===== src/rtl/wdt_pkg.sv =====
// Shared widths and helpers for the watchdog block.
// Assumes the time base is 16 Hz, so the finest resolution step is one tick.
package wdt_pkg;
    localparam int MULT_W = 5;
    localparam int RES_W  = 2;
    localparam int WORD_W = 1 + MULT_W + RES_W;
    localparam int CNT_W  = MULT_W + 2 * ((1 << RES_W) - 1);

    typedef logic [MULT_W-1:0] mult_t;
    typedef logic [RES_W-1:0]  res_t;
    typedef logic [CNT_W-1:0]  cnt_t;

    // Timeout in 16 Hz ticks: multiplier times four to the power of the resolution code.
    function automatic cnt_t load_ticks(input mult_t m, input res_t r);
        cnt_t v;
        v = cnt_t'(m);
        return v << {r, 1'b0};
    endfunction
endpackage


===== src/rtl/wdt_pin_edge.sv =====
// Synchronizes the asynchronous restart pin and flags either edge.
// Assumes the pin is held low during reset; the pulse comes out 2 edges after capture.
module wdt_pin_edge (
    input  logic clk,
    input  logic rst_n,
    input  logic pin,
    output logic edge_p
);
    logic s1, s2, s3;

    // Two-flop synchronizer followed by a history flop for edge detection.
    always_ff @(posedge clk) begin
        if (!rst_n) begin
            s1 <= 1'b0;
            s2 <= 1'b0;
            s3 <= 1'b0;
        end else begin
            s1 <= pin;
            s2 <= s1;
            s3 <= s2;
        end
    end

    assign edge_p = s2 ^ s3;
endmodule


===== src/rtl/wdt_down_cnt.sv =====
// Loadable tick-driven down counter that reports the tick that reaches zero.
// Assumes load and clear are single-clock strobes; clear has priority over load.
module wdt_down_cnt
    import wdt_pkg::*;
(
    input  logic clk,
    input  logic rst_n,
    input  logic clear,
    input  logic load,
    input  cnt_t load_val,
    input  logic tick,
    output cnt_t cnt,
    output logic expire
);
    // Hold, reload or decrement the remaining tick count.
    always_ff @(posedge clk) begin
        if (!rst_n)
            cnt <= '0;
        else if (clear)
            cnt <= '0;
        else if (load)
            cnt <= load_val;
        else if (tick && cnt != '0)
            cnt <= cnt - cnt_t'(1);
    end

    assign expire = tick && (cnt == cnt_t'(1)) && !load && !clear;
endmodule


===== src/rtl/wdt_rst_pulse.sv =====
// Produces an active-low pulse of a fixed number of clocks after a start strobe.
// Assumes RST_CYCLES >= 1; a start during a pulse restarts the full length.
module wdt_rst_pulse #(
    parameter int RST_CYCLES = 20
) (
    input  logic clk,
    input  logic rst_n,
    input  logic start,
    output logic pulse_n
);
    localparam int PW = $clog2(RST_CYCLES + 1);
    logic [PW-1:0] left;

    // Count the remaining low clocks of the pulse.
    always_ff @(posedge clk) begin
        if (!rst_n)
            left <= '0;
        else if (start)
            left <= PW'(RST_CYCLES);
        else if (left != '0)
            left <= left - PW'(1);
    end

    assign pulse_n = (left == '0);
endmodule


===== src/rtl/wdt_steer_top.sv =====
// Watchdog top: control word, sticky flag, steering and shared-pin arbitration.
// Assumes tick16 is a one-clock enable at 16 Hz and all strobes are synchronous.
module wdt_steer_top
    import wdt_pkg::*;
#(
    parameter int RST_CYCLES = 20
) (
    input  logic              clk,
    input  logic              rst_n,
    input  logic              tick16,
    input  logic              wr_en,
    input  logic [WORD_W-1:0] wr_data,
    input  logic              flag_rd,
    output logic [7:0]        flag_q,
    input  logic              wd_pin,
    input  logic              pwr_dn,
    input  logic              alarm_n,
    input  logic              ftest_en,
    input  logic              ftest_wave,
    output logic              irq_ft_n,
    output logic              rst_out_n,
    output logic              cfg_clr
);
    localparam int STEER_B = WORD_W - 1;

    logic [WORD_W-1:0] wd_reg;
    logic              flag;
    logic              irq_q;
    logic              pin_edge;
    logic              load;
    cnt_t              load_val;
    cnt_t              cnt;
    logic              expire;
    logic              rst_start;

    wdt_pin_edge u_edge (
        .clk    (clk),
        .rst_n  (rst_n),
        .pin    (wd_pin),
        .edge_p (pin_edge)
    );

    assign load     = wr_en || pin_edge;
    assign load_val = wr_en ? load_ticks(wr_data[RES_W +: MULT_W], wr_data[RES_W-1:0])
                            : load_ticks(wd_reg[RES_W +: MULT_W], wd_reg[RES_W-1:0]);

    wdt_down_cnt u_cnt (
        .clk      (clk),
        .rst_n    (rst_n),
        .clear    (pwr_dn),
        .load     (load),
        .load_val (load_val),
        .tick     (tick16),
        .cnt      (cnt),
        .expire   (expire)
    );

    assign rst_start = expire && wd_reg[STEER_B];

    wdt_rst_pulse #(.RST_CYCLES(RST_CYCLES)) u_pulse (
        .clk     (clk),
        .rst_n   (rst_n),
        .start   (rst_start),
        .pulse_n (rst_out_n)
    );

    // Control word: written by software, wiped by power-down or a reset-steered timeout.
    always_ff @(posedge clk) begin
        if (!rst_n)
            wd_reg <= '0;
        else if (pwr_dn)
            wd_reg <= '0;
        else if (wr_en)
            wd_reg <= wr_data;
        else if (rst_start)
            wd_reg <= '0;
    end

    // Sticky flag: set on timeout, cleared by a flag read; set wins.
    always_ff @(posedge clk) begin
        if (!rst_n)
            flag <= 1'b0;
        else if (expire)
            flag <= 1'b1;
        else if (flag_rd)
            flag <= 1'b0;
    end

    // Interrupt latch: set by an interrupt-steered timeout, released by a zero write.
    always_ff @(posedge clk) begin
        if (!rst_n)
            irq_q <= 1'b0;
        else if (pwr_dn)
            irq_q <= 1'b0;
        else if (expire && !wd_reg[STEER_B])
            irq_q <= 1'b1;
        else if (wr_en && wr_data == '0)
            irq_q <= 1'b0;
    end

    // One-clock request to neighbours to clear their control bits.
    always_ff @(posedge clk) begin
        if (!rst_n)
            cfg_clr <= 1'b0;
        else
            cfg_clr <= rst_start;
    end

    assign flag_q = {flag, 7'b0};

    // Shared pin: interrupts first, then the test wave, else idle high.
    always_comb begin
        if (irq_q || !alarm_n)
            irq_ft_n = 1'b0;
        else if (ftest_en)
            irq_ft_n = ftest_wave;
        else
            irq_ft_n = 1'b1;
    end
endmodule


===== config.mk =====
export PLATFORM = sky130hd
export DESIGN_NAME = wdt_steer_top
export DESIGN_NICKNAME = d
export VERILOG_FILES = /design/src/rtl/wdt_pkg.sv /design/src/rtl/wdt_pin_edge.sv /design/src/rtl/wdt_down_cnt.sv /design/src/rtl/wdt_rst_pulse.sv /design/src/rtl/wdt_steer_top.sv
export SDC_FILE = /design/constraint.sdc
export NUM_CORES = 1
export LEC_CHECK = 0
export BUFFER_PORTS_ARGS = -buffer_cell sky130_fd_sc_hd__buf_4
export CAP_MARGIN = 20
export CORE_MARGIN = 5
export CORE_UTILIZATION = 25
export CTS_CLUSTER_DIAMETER = 60
export DETAILED_ROUTE_END_ITERATION = 10
export GPL_TIMING_DRIVEN = 0
export HOLD_SLACK_MARGIN = 0.08
export PLACE_DENSITY = 0.46
export SLEW_MARGIN = 20
export SYNTH_ARGS = -nofsm -noshare
export SYNTH_HDL_FRONTEND = slang
export SYNTH_SLANG_ARGS = --single-unit

===== constraint.sdc =====
create_clock -name clk -period 2.22 [get_ports clk]
set_input_delay 0.222 -clock clk [delete_from_list [all_inputs] [get_ports clk]]
set_output_delay 0.222 -clock clk [all_outputs]
set_load 0.005 [all_outputs]

Yosys cells after proc, flatten, opt, wreduce, memory -nomap -nowiden
Index checks and enable logic that the tools add are counted.
{ "word_totals": {"inputBits": 18, "reg_bits": 30, "output_inout_bits": 11} }
{ "op_classes": {"shifts": 2, "n_mux": 13, "n_bitwise": 2, "n_addsub": 2, "eq_ne": 1, "n_reduce_logical": 24} }
{ "ops": {"columns": ["operator", "count"], "rows": [
  ["11-bit 2-to-1 mux", 3],
  ["5-bit by 3-bit left shift with 11-bit output", 2],
  ["8-bit 2-to-1 mux", 2],
  ["11-bit by 1-bit equality test with 1-bit output, second input constant", 1],
  ["11-bit nonzero test", 1],
  ["11-bit by 1-bit subtractor with 11-bit output, second input constant", 1],
  ["5-bit 2-to-1 mux", 2],
  ["2-bit nonzero test", 5],
  ["8-bit zero test", 1],
  ["1-bit logical AND", 7],
  ["1-bit 2-to-1 mux", 6],
  ["5-bit zero test", 1],
  ["5-bit nonzero test", 1],
  ["5-bit by 1-bit subtractor with 5-bit output, second input constant", 1],
  ["1-bit zero test", 4],
  ["2-bit OR reduction", 2],
  ["1-bit logical OR", 2],
  ["1-bit NOT", 1],
  ["1-bit XOR", 1]
]} }

Logic depth before layout (Yosys ltp)
{ "logic_depth": {"ltp_word": 8, "ltp_mapped": 7, "depth_no_buf": 6} }

Hierarchy
From an unflattened synthesis, not the netlist that was laid out.
{ "unflattened": {"hier_cells": 217, "area_unflattened_um2": 1894.3} }
{ "by_module_without_submodules": {"columns": ["module", "seq_area_each_um2", "n_inst", "area_per_inst_um2", "cells_per_inst"], "rows": [
  ["wdt_steer_top", 220.2, 1, 837.1, 102],
  ["wdt_down_cnt", 220.2, 1, 732.0, 85],
  ["wdt_rst_pulse", 100.1, 1, 236.5, 23],
  ["wdt_pin_edge", 60.1, 1, 88.8, 7]
]} }

Least setup slack after synthesis
No wires, ideal clock.
{ "synth_timing": {"path_kind": "register to register", "start": "register u_cnt.cnt[6]", "end": "register u_pulse.left[1]", "t_required_ns": 2.095, "n_path_buf": 1, "slack_ns": 0.782, "setup_ns": 0.125, "path_stages_with_launch": 7, "t_arrival_ns": 1.313, "cell_sequence": "dfxtp_1 > or3_4 > nor3_4 > nand4_1 > buf_2 > nand2_1 > a211oi_1"} }
{ "synth_between": {"elab_chain_len": 6} }
{ "synth_rtl": {"columns": ["item", "line_no", "text"], "rows": [
  ["start: declaration", "wdt_down_cnt.sv:12", "output cnt_t cnt,"],
  ["start signal: assignment", "wdt_down_cnt.sv:22", "cnt <= load_val;"],
  ["start signal: assignment", "wdt_down_cnt.sv:24", "cnt <= cnt - cnt_t'(1);"],
  ["11-bit by 1-bit equality test with 1-bit output", "wdt_down_cnt.sv:27", "assign expire = tick && (cnt == cnt_t'(1)) && !load && !clear;"],
  ["1-bit logical AND (3 in a row)", "wdt_down_cnt.sv:27", null],
  ["1-bit logical AND", "wdt_steer_top.sv:58", "assign rst_start = expire && wd_reg[STEER_B];"],
  ["2-bit OR reduction (no source line)", null, null],
  ["end signal: assignment", "wdt_rst_pulse.sv:19", "left <= PW'(RST_CYCLES);"],
  ["end signal: assignment", "wdt_rst_pulse.sv:21", "left <= left - PW'(1);"],
  ["end: declaration", "wdt_rst_pulse.sv:12", "logic [PW-1:0] left;"]
]} }
No other way between the ends.
A chain may end at the register's enable or synchronous reset.

Final worst setup path
{ "layout_timing": {"start": "register wd_reg[1]", "end": "register u_cnt.cnt[6]"} }
{ "layout_between": {"elab_chain_len": 3} }
{ "layout_rtl": {"columns": ["item", "line_no", "text"], "rows": [
  ["start: declaration", "wdt_steer_top.sv:26", "logic [WORD_W-1:0] wd_reg;"],
  ["start signal: assignment", "wdt_steer_top.sv:74", "wd_reg <= wr_data;"],
  ["5-bit by 3-bit left shift with 11-bit output", "wdt_pkg.sv:17", "return v << {r, 1'b0};"],
  ["11-bit 2-to-1 mux", "wdt_steer_top.sv:44", "assign load_val = wr_en ? load_ticks(wr_data[RES_W +: MULT_W], wr_data[RES_W-1:0])"],
  ["11-bit 2-to-1 mux", "wdt_down_cnt.sv:21", "else if (load)"]
]} }
No other way between the ends.

==> results.json <==
{
  "tightestPinTransition_ps": 566.3,
  "gr-max-usage-layer": "met2",
  "synth_cells": 222,
  "synthArstFlopShare_pct": 0,
  "crit_required_ps": 2380,
  "dp_hpwl_um": 3496,
  "rows": 30,
  "vdd_drop_max_mv": 0.2861,
  "syn_area_per_cell_um2": 8.026,
  "cts_made_buffers": 5,
  "finClkSkew_ps": 7.442,
  "max_freq_mhz": 590.9,
  "port-buffer-count": 20,
  "tns_ps": 0,
  "drt_wl_total_um": 4593,
  "grt_pass1_vias": 1596,
  "holdPathStages": 2,
  "critPathMaxStageDelay_ps": 440,
  "via_per_inst": 4.608,
  "timing.final.ws_setup_ps": 527.6,
  "clkTransAtPathRegs_ps": 70,
  "die_h_um": 94.42,
  "stdcell_area_um2": 2170,
  "h-tree-depth": 2,
  "period_minus_slack_ps": 1692,
  "crit_type": "register to register",
  "dr.pass1.iters": 4,
  "synthTopCellsByCount": "dfxtp_1 (30), nand2_1 (24), a21oi_1 (18), nor2_1 (18)",
  "r2r_end": "u_cnt.cnt[6]",
  "first_iter_violations": 70,
  "min-delay-start": "wd_pin",
  "synth.most_common_cell": "dfxtp_1",
  "detail-route-antenna-nets": 0,
  "drv_slew": 0,
  "crit_cells": 6,
  "synthTopCellsByArea": "dfxtp_1 (34%), a21oi_1 (5.1%), nand2_1 (5.1%)",
  "gr-usage-met2_pct": 16.67,
  "report.final.hold_viol_count": 0,
  "final_nets": 277,
  "synth_edf_count": 0,
  "drv_cap": 0,
  "crit_chain": "or2_1 > clkbuf_1 > o22ai_1 > nor4_1 > o22a_1 > o32ai_1",
  "reg2reg_depth": 6,
  "clk_latency_ps": 290,
  "cts_tree": "built",
  "syn2layout_area_growth_pct": 21.77,
  "synth.distinct_cells": 48,
  "cts_root_buf": "clkbuf_8",
  "vias": 1622,
  "ys.flop_type": "dfxtp_1",
  "status": "complete, no violations",
  "initial_core_util_pct": 25.94,
  "grt_first_pass_wirelength_um": 7465,
  "grt_use_total_pct": 10.89,
  "reg2reg_slack_ps": 530,
  "die_w_um": 94.42,
  "setup_violations": 0,
  "overflow": 0,
  "critPathTopFamily": "simple AND/OR/NAND/NOR gates",
  "endpoint_kind": "register",
  "slowest_stage": "nor4_1",
  "seq_area_frac_synth_pct": 33.71,
  "ys_ff_latch": 30,
  "cts.sinks": 30,
  "crit_start": "wd_reg[1]",
  "grt_use_met3_pct": 2.789,
  "diodes": 0,
  "largest_reg_flops": 11,
  "syn-cell-area_um2": 1782,
  "rr_startpoint": "wd_reg[1]",
  "wl_per_cell_um": 13.05,
  "hp-class": "input port to register",
  "antenna_found_initial": 0,
  "core-area_um2": 6869,
  "post-place-ws_ps": 548.1,
  "worstPathArrival_ps": 1850,
  "powerDensity_nw_per_um2": 719.9,
  "drive_gt1_share_pct": 20.31,
  "hold_buffers": 0,
  "rsz0062_at_grt": "no",
  "yosysWarnings": 0,
  "p_leak_nw": 0.8239,
  "post-cts-setup-buffers": 0,
  "met1_usage_pct": 14.44,
  "holdPathEnd": "u_edge.s1",
  "start_kind": "register",
  "dieArea_um2": 8915,
  "timing.final.crit_share_pct": 76.23,
  "ctsResizeCount": 0,
  "place_area_um2": 2074,
  "critPathMaxFanout": 6,
  "drc_errors": 0,
  "synth_top_area_share_pct": 33.71,
  "timing.slew.headroom_pct": 62.25,
  "io_pins": 29,
  "clockBufferDepth": 2,
  "synth_top_area_cell": "dfxtp_1",
  "grt_max_degree": 11,
  "gp_congestion": 0.8058,
  "critPathBufInv": 1
}
==> kinds of logic after synthesis <==
kind of cell	after synthesis	synth area share, %
buf+inv	28	8.357
fa+ha+maj	4	2.809
mux	7	4.003
xor+xnor	7	3.441
simple gates	98	30.69
other cells	1	0.2105
compound gates	47	16.78
flops	30	33.71
==> layout make-up <==
cell class	instances	area [µm²]
fill	747	4700
multi-input combinational	170	1055
sequential	30	600.6
timing repair buffer	20	150.1
tap	96	120.1
buffer	20	118.9
clock buffer	6	82.58
inverter	8	30.03
clock inverter	2	12.51
==> worst reg2reg max path, stage by stage (launching register included) <==
cell and delay (ps):
dfxtp_1 380, or2_1 120, clkbuf_1 230, o22ai_1 130
nor4_1 440, o22a_1 190, o32ai_1 80
==> stage by stage <==
| step | cells | utilization (%) | hold slack (ps) | total power, mW |
|---|---|---|---|---|
| 5_1_grt | 352 | 31.58 | 147.9 | 1.665 |
| 6_report | 352 | 31.58 | 139.6 | 1.562 |
| 2_1_floorplan | 228 | - | 343.7 | 0.9729 |
| 4_1_cts | 352 | 31.58 | 139.1 | 1.579 |
| 3_3_place_gp | 344 | 30.20 | 422.9 | 1.100 |
| 3_5_place_dp | 344 | 30.20 | 418.1 | 1.099 |
==> how the worst max path moves through the flow <==
| stage | to | slack (ps) |
|---|---|---|
| floorplan | u_pulse.left[1] | 780 |
| global placement | u_pulse.left[0] | 540 |
| detailed placement | u_pulse.left[0] | 550 |
| CTS | u_pulse.left[0] | 540 |
| global route | u_pulse.left[1] | 390 |
| finish | u_cnt.cnt[6] | 530 |
==> cell usage in the layout, fill, tap and decap left out, types with 3 or more instances in the layout <==
| cell | synthesis | layout |
|---|---|---|
| dfxtp_1 | 30 | 30 |
| mux2i_1 | 6 | 6 |
| o21ai_0 | 7 | 7 |
| nand3b_1 | 11 | 11 |
| clkbuf_1 | 5 | 5 |
| a21oi_1 | 18 | 18 |
| o22ai_1 | 7 | 7 |
| ha_1 | 4 | 4 |
| nand4_1 | 4 | 4 |
| nor3_1 | 4 | 4 |
| nand2b_1 | 6 | 6 |
| xor2_1 | 5 | 5 |
| conb_1 | 1 | 7 |
| a31oi_1 | 4 | 4 |
| nand3_1 | 11 | 11 |
| buf_2 | 5 | 5 |
| nand2_1 | 24 | 24 |
| a211oi_1 | 3 | 3 |
| clkbuf_8 | 0 | 6 |
| inv_1 | 7 | 7 |
| and2_1 | 3 | 3 |
| nor2_1 | 18 | 18 |
| or2_1 | 3 | 3 |
| buf_4 | 8 | 28 |
==> report_power, final <==
| part | internal, mW | switching (mW) | leakage, nW |
|---|---|---|---|
| Sequential | 0.590 | 0.0406 | 0.245 |
| Clock | 0.249 | 0.229 | 0.0472 |
| Combinational | 0.213 | 0.240 | 0.532 |
| Total | 1.05 | 0.510 | 0.824 |
==> routing by layer <==
layer,routed length [µm],vias to the layer above
met1,2304,745
li1,-,837
met4,78,0
met5,0,-
met2,2040,32
met3,168,8
Power figures use the tool's default switching activity.
